<file path="src/rtl/amul_pkg.sv">
package amul_pkg;

   // kinds of adder cell a position in the truncated array can hold
   typedef enum logic [1:0] {
      CK_FULL,
      CK_HALF,
      CK_XNOR_OR
   } cell_kind_e;

   // lowest array row whose cut-column cell lost its carry input
   function automatic int first_edge_row(input int width, input int cut);
      int lo;
      lo = cut - width + 2;
      return (lo > 2) ? lo : 2;
   endfunction

   // highest array row whose cut-column cell lost its carry input
   function automatic int last_edge_row(input int width, input int cut);
      return (cut < width - 1) ? cut : width - 1;
   endfunction

   // number of cut-column cells that lost their carry input
   function automatic int edge_cell_count(input int width, input int cut);
      return last_edge_row(width, cut) - first_edge_row(width, cut) + 1;
   endfunction

   // cell kind for array row 'row', column 'col'
   function automatic cell_kind_e pick_kind(input int row, input int col, input int cut,
                                            input int tie_from_row, input int mode);
      if (row == 1)
         return CK_HALF;
      if (row + col != cut)
         return CK_FULL;
      if (mode == 1 && row >= tie_from_row)
         return CK_XNOR_OR;
      return CK_HALF;
   endfunction

endpackage

</file>
<file path="src/rtl/amul_ha.sv">
module amul_ha (
   input  logic x,
   input  logic y,
   output logic s,
   output logic co
);
   assign s  = x ^ y;
   assign co = x & y;
endmodule

</file>
<file path="src/rtl/amul_fa.sv">
module amul_fa (
   input  logic x,
   input  logic y,
   input  logic z,
   output logic s,
   output logic co
);
   logic hs;
   assign hs = x ^ y;
   assign s  = hs ^ z;
   assign co = (x & y) | (hs & z);
endmodule

</file>
<file path="src/rtl/amul_xo.sv">
module amul_xo (
   input  logic x,
   input  logic y,
   output logic s,
   output logic co
);
   // full adder with its third input fixed at one, reduced
   assign s  = ~(x ^ y);
   assign co = x | y;
endmodule

</file>
<file path="src/rtl/amul_cut_array.sv">
module amul_cut_array
   import amul_pkg::*;
#(
   parameter int W    = 8,
   parameter int CUT  = 7,
   parameter int NTIE = 4,
   parameter int MODE = 0
) (
   input  logic [W-1:0]   a,
   input  logic [W-1:0]   b,
   output logic [2*W-1:0] p
);
   localparam int PW       = 2 * W;
   localparam int TIE_FROM = last_edge_row(W, CUT) - NTIE + 1;

   // carry-save rows: row r, column i sits at weight i+r
   for (genvar r = 1; r < W; r++) begin : g_row
      for (genvar i = 0; i < W - 1; i++) begin : g_col
         if (i + r >= CUT) begin : g_keep
            localparam cell_kind_e KIND = pick_kind(r, i, CUT, TIE_FROM, MODE);
            logic x, y, s, co;

            assign x = a[i] & b[r];

            if (r == 1) begin : g_y_first
               assign y = a[i+1] & b[0];
            end else if (i == W - 2) begin : g_y_edge
               assign y = a[W-1] & b[r-1];
            end else begin : g_y_inner
               assign y = g_row[r-1].g_col[i+1].g_keep.s;
            end

            if (KIND == CK_FULL) begin : g_full
               amul_fa u_fa (
                  .x (x),
                  .y (y),
                  .z (g_row[r-1].g_col[i].g_keep.co),
                  .s (s),
                  .co(co)
               );
            end else if (KIND == CK_XNOR_OR) begin : g_tied
               amul_xo u_xo (
                  .x (x),
                  .y (y),
                  .s (s),
                  .co(co)
               );
            end else begin : g_half
               amul_ha u_ha (
                  .x (x),
                  .y (y),
                  .s (s),
                  .co(co)
               );
            end
         end
      end
   end

   // final ripple row: cell k sits at weight W+k
   for (genvar k = 0; k < W - 1; k++) begin : g_fin
      logic x, s, co;

      if (k < W - 2) begin : g_x_inner
         assign x = g_row[W-1].g_col[k+1].g_keep.s;
      end else begin : g_x_top
         assign x = a[W-1] & b[W-1];
      end

      if (k == 0) begin : g_start
         amul_ha u_ha (
            .x (x),
            .y (g_row[W-1].g_col[0].g_keep.co),
            .s (s),
            .co(co)
         );
      end else begin : g_chain
         amul_fa u_fa (
            .x (x),
            .y (g_row[W-1].g_col[k].g_keep.co),
            .z (g_fin[k-1].co),
            .s (s),
            .co(co)
         );
      end
   end

   // product assembly
   for (genvar w = 0; w < PW; w++) begin : g_out
      if (w < CUT) begin : g_cut
         assign p[w] = 1'b0;
      end else if (w < W) begin : g_side
         assign p[w] = g_row[w].g_col[0].g_keep.s;
      end else if (w < PW - 1) begin : g_bottom
         assign p[w] = g_fin[w-W].s;
      end else begin : g_msb
         assign p[w] = g_fin[W-2].co;
      end
   end

endmodule

</file>
<file path="src/rtl/approx_array_mult.sv">
module approx_array_mult
   import amul_pkg::*;
#(
   parameter int WIDTH      = 8,
   parameter int CUT        = 7,
   parameter int TIED_CELLS = 4,
   parameter int CONST_MODE = 0,
   parameter int OUT_REG    = 1
) (
   input  logic               clk,
   input  logic               rst_n,
   input  logic [WIDTH-1:0]   a,
   input  logic [WIDTH-1:0]   b,
   output logic [2*WIDTH-1:0] p
);
   localparam int PW    = 2 * WIDTH;
   localparam int EDGES = edge_cell_count(WIDTH, CUT);

   // elaboration-time parameter checks
   if (WIDTH < 3) begin : g_bad_width
      $error("approx_array_mult: WIDTH must be at least 3");
   end
   if (CUT < 1 || CUT > WIDTH - 1) begin : g_bad_cut
      $error("approx_array_mult: CUT must lie in 1..WIDTH-1");
   end
   if (CONST_MODE != 0 && CONST_MODE != 1) begin : g_bad_mode
      $error("approx_array_mult: CONST_MODE must be 0 or 1");
   end
   if (OUT_REG != 0 && OUT_REG != 1) begin : g_bad_reg
      $error("approx_array_mult: OUT_REG must be 0 or 1");
   end
   if (TIED_CELLS < 0 || TIED_CELLS > EDGES) begin : g_bad_ties
      $error("approx_array_mult: TIED_CELLS exceeds cut-column cells with a lost carry");
   end

   logic [PW-1:0] p_comb;

   amul_cut_array #(
      .W   (WIDTH),
      .CUT (CUT),
      .NTIE(TIED_CELLS),
      .MODE(CONST_MODE)
   ) u_array (
      .a(a),
      .b(b),
      .p(p_comb)
   );

   if (OUT_REG == 1) begin : g_reg
      always_ff @(posedge clk or negedge rst_n) begin
         if (!rst_n) p <= '0;
         else        p <= p_comb;
      end
   end else begin : g_comb
      assign p = p_comb;
   end

endmodule

</file>
<file path="config.mk">
export PLATFORM = sky130hd
export DESIGN_NAME = approx_array_mult
export DESIGN_NICKNAME = d
export VERILOG_FILES = /design/src/rtl/amul_pkg.sv /design/src/rtl/amul_ha.sv /design/src/rtl/amul_fa.sv /design/src/rtl/amul_xo.sv /design/src/rtl/amul_cut_array.sv /design/src/rtl/approx_array_mult.sv
export SDC_FILE = /design/constraint.sdc
export NUM_CORES = 1
export LEC_CHECK = 0
export ABC_AREA = 1
export CAP_MARGIN = 20
export CORE_ASPECT_RATIO = 0.9
export CORE_MARGIN = 3
export CORE_UTILIZATION = 50
export CTS_CLUSTER_SIZE = 16
export DETAILED_ROUTE_END_ITERATION = 10
export DONT_BUFFER_PORTS = 1
export PLACE_DENSITY = 0.68
export RECOVER_POWER = 50
export SYNTH_ARGS = -nofsm -noshare
export SYNTH_HDL_FRONTEND = slang
export SYNTH_HIERARCHICAL = 1
export SYNTH_SLANG_ARGS = --single-unit
</file>
<file path="constraint.sdc">
create_clock -name clk -period 0.8 [get_ports clk]
set_clock_uncertainty 0.2 [all_clocks]
set_input_delay 0.16 -clock clk [delete_from_list [all_inputs] [get_ports clk]]
set_output_delay 0.16 -clock clk [all_outputs]
set_load 0.03 [all_outputs]
</file>
==> impl_metrics.env, run 1 <==
export IMPL_async_flop_share_pct=100
export IMPL_synth_flop_cell="dfrtp_1"
export IMPL_largest_reg_flops=16
export IMPL_rows=17
export IMPL_fp_dieH_um=57
export IMPL_numPortBuffers=0
export IMPL_path_buf_inv=1
export IMPL_root_buffer="clkbuf_4"
export IMPL_grt_pass1_wl_um=4050
export IMPL_numCtsBuffers=3
export IMPL_register_area_um2=419
export IMPL_top_regs="p (16)"
export IMPL_die_area_um2=3570
export IMPL_yosysTopAreaCell="fa_1"
export IMPL_multi_input_area_um2=937
export IMPL_drt_first_iter_violations=16
export IMPL_period_needed_ns=5.56
export IMPL_max_stage_delay_ns=0.51
export IMPL_wirelength_um=2200
export IMPL_arrival_ns=5.52
export IMPL_overflow=0
export IMPL_grt_pass1_vias=908
export IMPL_seq_area_frac_synth_pct=27.7
export IMPL_max_flop_register="p"
export IMPL_setup_ws_ns=-4.76
export IMPL_setup_worst_path_end="p[14]"
export IMPL_sw_frac_of_total_pct=40.9
export IMPL_synth_top_cells_by_area="fa_1 37%, dfrtp_1 28%, inv_1 9.4%"
export IMPL_crit_fanout=7
export IMPL_crit_path_top_delay_cell="fa_1"
export IMPL_period_share_pct=695
export IMPL_crit_top_cell="fa_1"
export IMPL_rsz0062_at_grt="true"
export IMPL_avgSynthCellArea_um2=10.2
export IMPL_start_kind="primary input"
export IMPL_cp_cell_sequence="nand2_8 -> inv_4 -> ha_4 -> fa_1 -> fa_1 -> fa_1 -> fa_1 -> fa_1 -> fa_1 -> ha_2 -> fa_2 -> fa_2 -> fa_2 -> fa_2 -> fa_2 -> fa_1"
export IMPL_dp_hpwl_um=1940
export IMPL_ctsHoldBuffers=1
export IMPL_cts_max_level=1
export IMPL_gp_congestion=0.751
export IMPL_synth_cell_area_um2=1450
export IMPL_peakVddDrop_v=0.00148
export IMPL_setup_viol=25
export IMPL_p_per_area_nw_per_um2=2280
export IMPL_ys_top_cells_by_count="36 x inv_1, 36 x nand2_1, 27 x fa_1, 16 x buf_4, 16 x dfrtp_1"
export IMPL_cp_depth=16
export IMPL_path_delay_family="adder cells"
export IMPL_pin_count=34
export IMPL_grt_antenna_before_repair=0
export IMPL_switchingPower_mw=1.50
export IMPL_ys_types=8
export IMPL_cts_buffer_depth=2
export IMPL_hold_viol=19
export IMPL_hold_path_class="in2async"
export IMPL_finalSetupTns_ns=-37.18
export IMPL_start_util_pct=55.7
export IMPL_yosys_warnings=6
export IMPL_grt_max_degree=17
export IMPL_die_w_um=62.7
export IMPL_path_class="in2reg"
export IMPL_cp_required_ns=0.76
export IMPL_cts_sinks=16
export IMPL_area_growth_pct=11.6
export IMPL_maxSlewViolCount=0
export IMPL_power_mw=3.67
export IMPL_fillers=223
export IMPL_track_usage_pct=14.8
export IMPL_synth_ff_latch_count=16
export IMPL_whs_ns=-0.228
export IMPL_wl_per_cell_um=12.6
export IMPL_critPathCaptureType="flop"
export IMPL_netlist_instances=142
export IMPL_clk_pin_slew_ns=0.09
export IMPL_viasPerCell=4.61
export IMPL_cap_violations=0
export IMPL_design_core_area_um2=2590
export IMPL_p_clk_share_pct=13.9
export IMPL_vias=802
export IMPL_synth_top_cell_area_share_pct=37.4
export IMPL_cts_tree="done"
export IMPL_pwr_share_comb_pct=42.2
export IMPL_first_pass_iters=3
export IMPL_fin_nets=190
export IMPL_drc=0
export IMPL_antenna_cells=0
export IMPL_power_leakage_nw=0.906
export IMPL_pwr_share_seq_pct=43.9
export IMPL_postCtsSetupBuffers=0
export IMPL_crit_path_start="a[6]"
export IMPL_status="finished with violations"
export IMPL_fmax_ghz=0.180
export IMPL_violations="negative hold slack, negative setup slack"
export IMPL_layout_drive_gt1_share_pct=27.2
export IMPL_tightestPinTransition_ns=0.670
export IMPL_synth_edf_count=0
export IMPL_antenna_left=0
export IMPL_slew_limit_headroom_pct=55.3
export IMPL_p_int_mw=2.17
-- kinds of logic (layout without fill, tap and decap cells) --
family	Yosys count	count (layout)	synth area share, %
buffers and inverters	54	42	18.4
and+or+nand+nor	36	36	9.35
other	1	7	0.259
DFF	16	16	27.7
adders and majority gates	35	35	44.3
-- layout make-up --
type | count | share of cell area, %
multi-input combinational | 78 | 58.1
sequential | 16 | 26.0
inverter | 36 | 8.69
tap | 38 | 2.95
clock buffer | 4 | 2.25
timing repair buffer | 2 | 2.02
-- power groups by stage --
stage / combinational (mW) / sequential [mW] / clock (mW)
2_1_floorplan: 1.87 / 1.64 / 0
4_1_cts: 1.62 / 1.62 / 0.538
3_5_place_dp: 1.58 / 1.64 / 0
5_1_grt: 1.84 / 1.63 / 0.585
3_3_place_gp: 1.47 / 1.63 / 0
6_report: 1.55 / 1.61 / 0.511
-- worst min path at each step --
stage	startpoint	end	slack, ns	cells after the start
after floorplan	rst_n	p[0]	-0.34	0
after global placement	rst_n	p[6]	-0.34	0
after detailed placement	rst_n	p[3]	-0.34	0
after CTS	b[7]	p[7]	-0.07	3
after global routing	rst_n	p[0]	-0.17	1
final	rst_n	p[1]	-0.23	1
-- cells in the final DEF (no fill, tap or decap), drive strengths merged --
| cell type | n |
|---|---|
| nand2 | 36 |
| dfrtp | 16 |
| fa | 27 |
| ha | 8 |
| inv | 36 |
| buf | 1 |
| conb | 7 |
| dlymetal6s4s | 1 |
| clkbuf | 4 |
-- metrics by stage --
step | cells | hold WS (ns) | worst slack (ns) | utilization (%) | area (µm²)
detailed placement | 169 | -0.335 | -5.12 | 58.9 | 1530
finish | 174 | -0.228 | -4.76 | 62.2 | 1610
global placement | 169 | -0.335 | -5.04 | 58.9 | 1530
global route | 174 | -0.166 | -4.88 | 62.2 | 1610
floorplan | 148 | -0.336 | -5.18 | - | 1610
CTS | 174 | -0.0655 | -4.78 | 61.2 | 1590
-- layer usage --
metal | track usage [%] | part of all wire [%] | wire length [µm]
met5 | 0 | 0 | 0
met4 | 3.77 | 0.55 | 12
met3 | 6.69 | 7.5 | 165
met2 | 25.8 | 55 | 1200
met1 | 16.7 | 37 | 819
-- what timing repair did --
item / 4_1_cts / 5_1_grt
setup endpoints to repair: 25 / 41
endpoints found under the hold margin: 19 / 19
pin swaps: 1 / 0
gates cloned: 0 / 0
gates resized for setup: 4 / 6
Power figures use the tool's default switching activity.
==> inputs of run 2 (changes only) <==
--- a/config.mk
+++ b/config.mk
@@ -13,6 +13,7 @@
 export CTS_CLUSTER_SIZE = 16
 export DETAILED_ROUTE_END_ITERATION = 10
 export DONT_BUFFER_PORTS = 1
+export MAX_ROUTING_LAYER = met4
 export PLACE_DENSITY = 0.68
 export RECOVER_POWER = 50
 export SYNTH_ARGS = -nofsm -noshare
==> run 2 against run 1 <==
  * The run still ends with negative hold slack, negative setup slack left
  * Total power barely moved
  * Via count down 0.37%
  * First-iteration DRC count increased by 13%
  * Combinational power about the same
  * Critical path depth is the same
  * Sequential power about the same
  * Setup slack barely moved
  * Cell count unchanged
  * Die area did not move
  * Sequential share of layout area is the same
  * Critical endpoint unchanged
  * Largest cell class unchanged
  * Largest power group unchanged
  * Highest routed layer unchanged
==> impl_metrics.env, run 2 (same netlist as run 1, synthesis figures left out) <==
export IMPL_status="finished with violations"
export IMPL_violations="negative hold slack, negative setup slack"
export IMPL_setup_ws_ns=-4.76
export IMPL_die_area_um2=3570
export IMPL_root_buffer="clkbuf_4"
export IMPL_fin_nets=190
export IMPL_wirelength_um=2180
export IMPL_setup_viol=25
export IMPL_clk_pin_slew_ns=0.09
export IMPL_gp_congestion=0.761
export IMPL_cp_cell_sequence="nand2_8 -> inv_4 -> ha_4 -> fa_1 -> fa_1 -> fa_1 -> fa_1 -> fa_1 -> fa_1 -> ha_2 -> fa_2 -> fa_2 -> fa_2 -> fa_2 -> fa_2 -> fa_1"
export IMPL_sw_frac_of_total_pct=40.9
export IMPL_cts_buffer_depth=2
export IMPL_antenna_cells=0
export IMPL_whs_ns=-0.229
export IMPL_drt_first_iter_violations=18
export IMPL_crit_top_cell="fa_1"
export IMPL_path_delay_family="adder cells"
export IMPL_slew_limit_headroom_pct=55.3
export IMPL_maxSlewViolCount=0
export IMPL_ctsHoldBuffers=1
export IMPL_grt_pass1_vias=912
export IMPL_path_buf_inv=1
export IMPL_start_util_pct=55.7
export IMPL_dp_hpwl_um=1940
export IMPL_cts_sinks=16
export IMPL_grt_max_degree=17
export IMPL_cts_tree="done"
export IMPL_vias=799
export IMPL_pwr_share_seq_pct=43.9
export IMPL_p_clk_share_pct=13.9
export IMPL_max_stage_delay_ns=0.51
export IMPL_place_area_um2=1530
export IMPL_critPathCaptureType="flop"
export IMPL_layout_drive_gt1_share_pct=27.2
export IMPL_pin_count=34
export IMPL_antenna_left=0
export IMPL_max_flop_register="p"
export IMPL_first_pass_iters=4
export IMPL_crit_path_start="a[6]"
export IMPL_rows=17
export IMPL_cp_required_ns=0.76
export IMPL_period_needed_ns=5.56
export IMPL_largest_reg_flops=16
export IMPL_rsz0062_at_grt="true"
export IMPL_cp_depth=16
export IMPL_power_leakage_nw=0.906
export IMPL_p_per_area_nw_per_um2=2280
export IMPL_crit_path_top_delay_cell="fa_1"
export IMPL_path_class="in2reg"
export IMPL_numCtsBuffers=3
export IMPL_cts_max_level=1
export IMPL_tightestPinTransition_ns=0.670
export IMPL_pwr_share_comb_pct=42.1
export IMPL_hold_viol=19
export IMPL_wl_per_cell_um=12.5
export IMPL_fp_dieH_um=57
export IMPL_track_usage_pct=15.5
export IMPL_hold_path_class="in2async"
export IMPL_final_cell_mix="34 x nand2_1, 34 x inv_1, 22 x fa_1"
export IMPL_drc=0
export IMPL_crit_fanout=7
export IMPL_die_w_um=62.7
export IMPL_start_kind="primary input"
export IMPL_peakVddDrop_v=0.00149
export IMPL_fmax_ghz=0.180
export IMPL_grt_antenna_before_repair=0
export IMPL_switchingPower_mw=1.50
export IMPL_p_int_mw=2.17
export IMPL_grt_pass1_wl_um=4060
export IMPL_setup_worst_path_end="p[14]"
export IMPL_overflow=0
export IMPL_viasPerCell=4.59
export IMPL_cap_violations=0
export IMPL_arrival_ns=5.52
export IMPL_top_regs="p (16)"
export IMPL_design_area_um2=1610
export IMPL_numPortBuffers=0
export IMPL_area_growth_pct=11.6
export IMPL_design_core_area_um2=2590
export IMPL_period_share_pct=695
run 2: cell counts in the layout (fill, tap and decap cells not counted):
Identical to the previous run, type by type.
run 2: layout make-up:
class	count	area [µm²]
inverters	36	140
flip-flops and latches	16	419
repair buffers	2	32.5
well taps	38	47.5
fillers	223	982
clock buffers	4	36.3
multi-input cells	78	937
run 2: power by group through the flow:
stage | sequential, mW | combinational [mW] | clock, mW
5_1_grt | 1.63 | 1.84 | 0.591
2_1_floorplan | 1.64 | 1.87 | 0
3_5_place_dp | 1.64 | 1.58 | 0
6_report | 1.61 | 1.55 | 0.512
3_3_place_gp | 1.63 | 1.47 | 0
4_1_cts | 1.62 | 1.62 | 0.538
run 2: repair_timing:
action | in CTS | in global routing
endpoints found under the hold margin | 19 | 19
gates resized for setup | 4 | 6
cloned | 0 | 0
setup endpoints to repair | 25 | 41
buffers inserted | 0 | 0
pin swaps | 1 | 0
run 2: worst min path at each step:
| stage | startpoint | to | slack, ns |
|---|---|---|---|
| finish | rst_n | p[1] | -0.23 |
| global route | rst_n | p[0] | -0.17 |
| CTS | b[7] | p[7] | -0.07 |
| detailed placement | rst_n | p[3] | -0.34 |
| global placement | rst_n | p[6] | -0.34 |
| floorplan | rst_n | p[0] | -0.34 |
run 2: routing by layer:
metal | up-vias | GRT usage, % | routed length (µm)
li1 | 361 | - | -
met1 | 413 | 17.3 | 823
met2 | 23 | 25.8 | 1190
met3 | 2 | 6.69 | 154
met4 | 0 | 3.77 | 12
met5 | - | - | 0
run 2: stage by stage:
stage | setup slack (ns) | utilization (%) | instances | setup TNS, ns | total power, mW
6_report | -4.76 | 62.2 | 174 | -37.18 | 3.68
3_3_place_gp | -5.04 | 58.9 | 169 | -34.90 | 3.10
3_5_place_dp | -5.12 | 58.9 | 169 | -35.41 | 3.22
2_1_floorplan | -5.18 | - | 148 | -35.92 | 3.51
5_1_grt | -4.87 | 62.2 | 174 | -38.85 | 4.06
4_1_cts | -4.78 | 61.2 | 174 | -41.63 | 3.77
==> inputs of run 3 (changes only) <==
--- a/config.mk
+++ b/config.mk
@@ -14,7 +14,6 @@
 export DETAILED_ROUTE_END_ITERATION = 10
 export DONT_BUFFER_PORTS = 1
 export MAX_ROUTING_LAYER = met4
-export PLACE_DENSITY = 0.68
 export RECOVER_POWER = 50
 export SYNTH_ARGS = -nofsm -noshare
 export SYNTH_HDL_FRONTEND = slang
==> constraint.sdc (replaced) <==
create_clock -name clk -period 6 [get_ports clk]
set_clock_uncertainty 0.2 [all_clocks]
set_input_delay 1.2 -clock clk [delete_from_list [all_inputs] [get_ports clk]]
set_output_delay 1.2 -clock clk [all_outputs]
set_load 0.03 [all_outputs]
==> run 3 against run 2 <==
  * The flow finishes with violations (negative setup slack)
  * First-iteration DRC count fell by 89%
  * Cell count fell by 1.7%
  * Total power fell by 88%
  * Sequential share of layout area rose by 1.2 points
  * Design area fell by 8.5%
  * Setup slack improved by 4.1 ns
  * Via count fell by 7.0%
  * Critical path type unchanged
  * Critical endpoint unchanged
  * Largest cell class unchanged
  * Largest power group unchanged
==> impl_metrics.env, run 3 (same netlist as run 1, synthesis figures left out) <==
export IMPL_status="finished with violations"
export IMPL_violations="negative setup slack"
export IMPL_grt_max_degree=17
export IMPL_die_area_um2=3570
export IMPL_peakVddDrop_v=0.000165
export IMPL_crit_fanout=2
export IMPL_first_pass_iters=4
export IMPL_dp_hpwl_um=1720
export IMPL_antenna_left=0
export IMPL_die_w_um=62.7
export IMPL_pin_count=34
export IMPL_fp_dieH_um=57
export IMPL_postCtsSetupBuffers=0
export IMPL_rsz0062_at_grt="true"
export IMPL_hold_viol=0
export IMPL_path_delay_family="adder cells"
export IMPL_vias=743
export IMPL_grt_antenna_before_repair=0
export IMPL_start_util_pct=55.7
export IMPL_period_share_pct=110
export IMPL_layout_drive_gt1_share_pct=11.3
export IMPL_overflow=0
export IMPL_crit_path_top_delay_cell="fa_2"
export IMPL_power_leakage_nw=0.894
export IMPL_crit_path_start="b[1]"
export IMPL_start_kind="primary input"
export IMPL_area_growth_pct=2.08
export IMPL_setup_viol=3
export IMPL_power_mw=0.427
export IMPL_path_class="in2reg"
export IMPL_cts_max_level=1
export IMPL_fillers=240
export IMPL_wirelength_um=1880
export IMPL_finish_utilization_pct=56.8
export IMPL_final_cell_mix="34 x nand2_1, 34 x inv_1, 21 x fa_1"
export IMPL_track_usage_pct=12.8
export IMPL_max_stage_delay_ns=0.52
export IMPL_viasPerCell=4.35
export IMPL_grt_pass1_wl_um=3460
export IMPL_cap_violations=0
export IMPL_arrival_ns=6.65
export IMPL_grt_pass1_vias=824
export IMPL_numPortBuffers=0
export IMPL_setup_ws_ns=-0.626
export IMPL_cts_sinks=16
export IMPL_p_per_area_nw_per_um2=290
export IMPL_drt_first_iter_violations=2
export IMPL_clk_pin_slew_ns=0.08
export IMPL_cts_tree="done"
export IMPL_rows=17
export IMPL_max_flop_register="p"
export IMPL_ctsHoldBuffers=0
export IMPL_design_core_area_um2=2590
export IMPL_largest_reg_flops=16
export IMPL_hold_path_class="in2async"
export IMPL_path_buf_inv=1
export IMPL_fmax_ghz=0.151
export IMPL_gp_congestion=0.735
export IMPL_maxSlewViolCount=0
export IMPL_period_needed_ns=6.63
export IMPL_root_buffer="clkbuf_4"
export IMPL_fin_nets=188
export IMPL_cts_buffer_depth=2
export IMPL_antenna_cells=0
export IMPL_top_regs="p (16)"
export IMPL_critPathCaptureType="flop"
export IMPL_cp_required_ns=6.02
export IMPL_cp_cell_sequence="nand2_8 -> inv_4 -> ha_4 -> fa_1 -> fa_1 -> fa_1 -> fa_1 -> fa_1 -> fa_1 -> ha_2 -> fa_2 -> fa_2 -> fa_2 -> fa_2 -> fa_2 -> fa_2"
export IMPL_numCtsBuffers=3
export IMPL_drc=0
export IMPL_wl_per_cell_um=11.0
[run 3: cell count changes in the layout (fill, tap and decap cells not counted), sizes merged]
cell / delta
buf: -1
clkbuf: -1
dlymetal6s4s: -1
[run 3: timing repair]
action | 4_1_cts | 5_1_grt
cloned | 0 | 0
gates resized for setup | 9 | 0
pin swaps | 1 | 0
setup endpoints to repair | 3 | 4
[run 3: worst paths after layout]
check / end / slack, ns / cells after the start
setup / recovery: p[14] / -0.63 / 16
min in group clk: p[7] / 0.96 / 3
max in group asynchronous: p[8] / 5.12 / 0
hold / removal: p[15] / 0.41 / 0
[run 3: per-stage QoR]
| stage | instances | TNS [ns] | instance area (µm²) | hold slack (ns) | setup WS (ns) |
|---|---|---|---|---|---|
| after global placement | 168 | -2.55 | 1420 | 0.705 | -0.892 |
| after floorplan | 148 | -3.01 | 1510 | 0.704 | -1.02 |
| after detailed placement | 168 | -2.73 | 1420 | 0.705 | -0.940 |
| after global routing | 171 | -1.69 | 1480 | 0.374 | -0.712 |
| final | 171 | -1.41 | 1480 | 0.405 | -0.626 |
| after CTS | 171 | -1.42 | 1480 | 0.398 | -0.632 |
[run 3: cell type report]
type	count	area [µm²]	share of cell area (%)
multi-input cells	78	865	58.6
flip-flops and latches	16	400	27.1
inverters	36	140	9.50
well taps	38	47.5	3.22
clock buffers	3	22.5	1.53
[run 3: routing by layer]
metal	wire length (µm)	vias up	track usage, %
met5	0	-	-
met4	15	0	2.83
met3	146	4	6.10
met2	940	22	20.4
met1	777	362	14.8
li1	-	355	-
[run 3: where the power goes]
group	switching (mW)	internal, mW
sequential	0.0729	0.140
clock	0.0290	0.0233
combinational	0.0814	0.0806
total	0.183	0.244
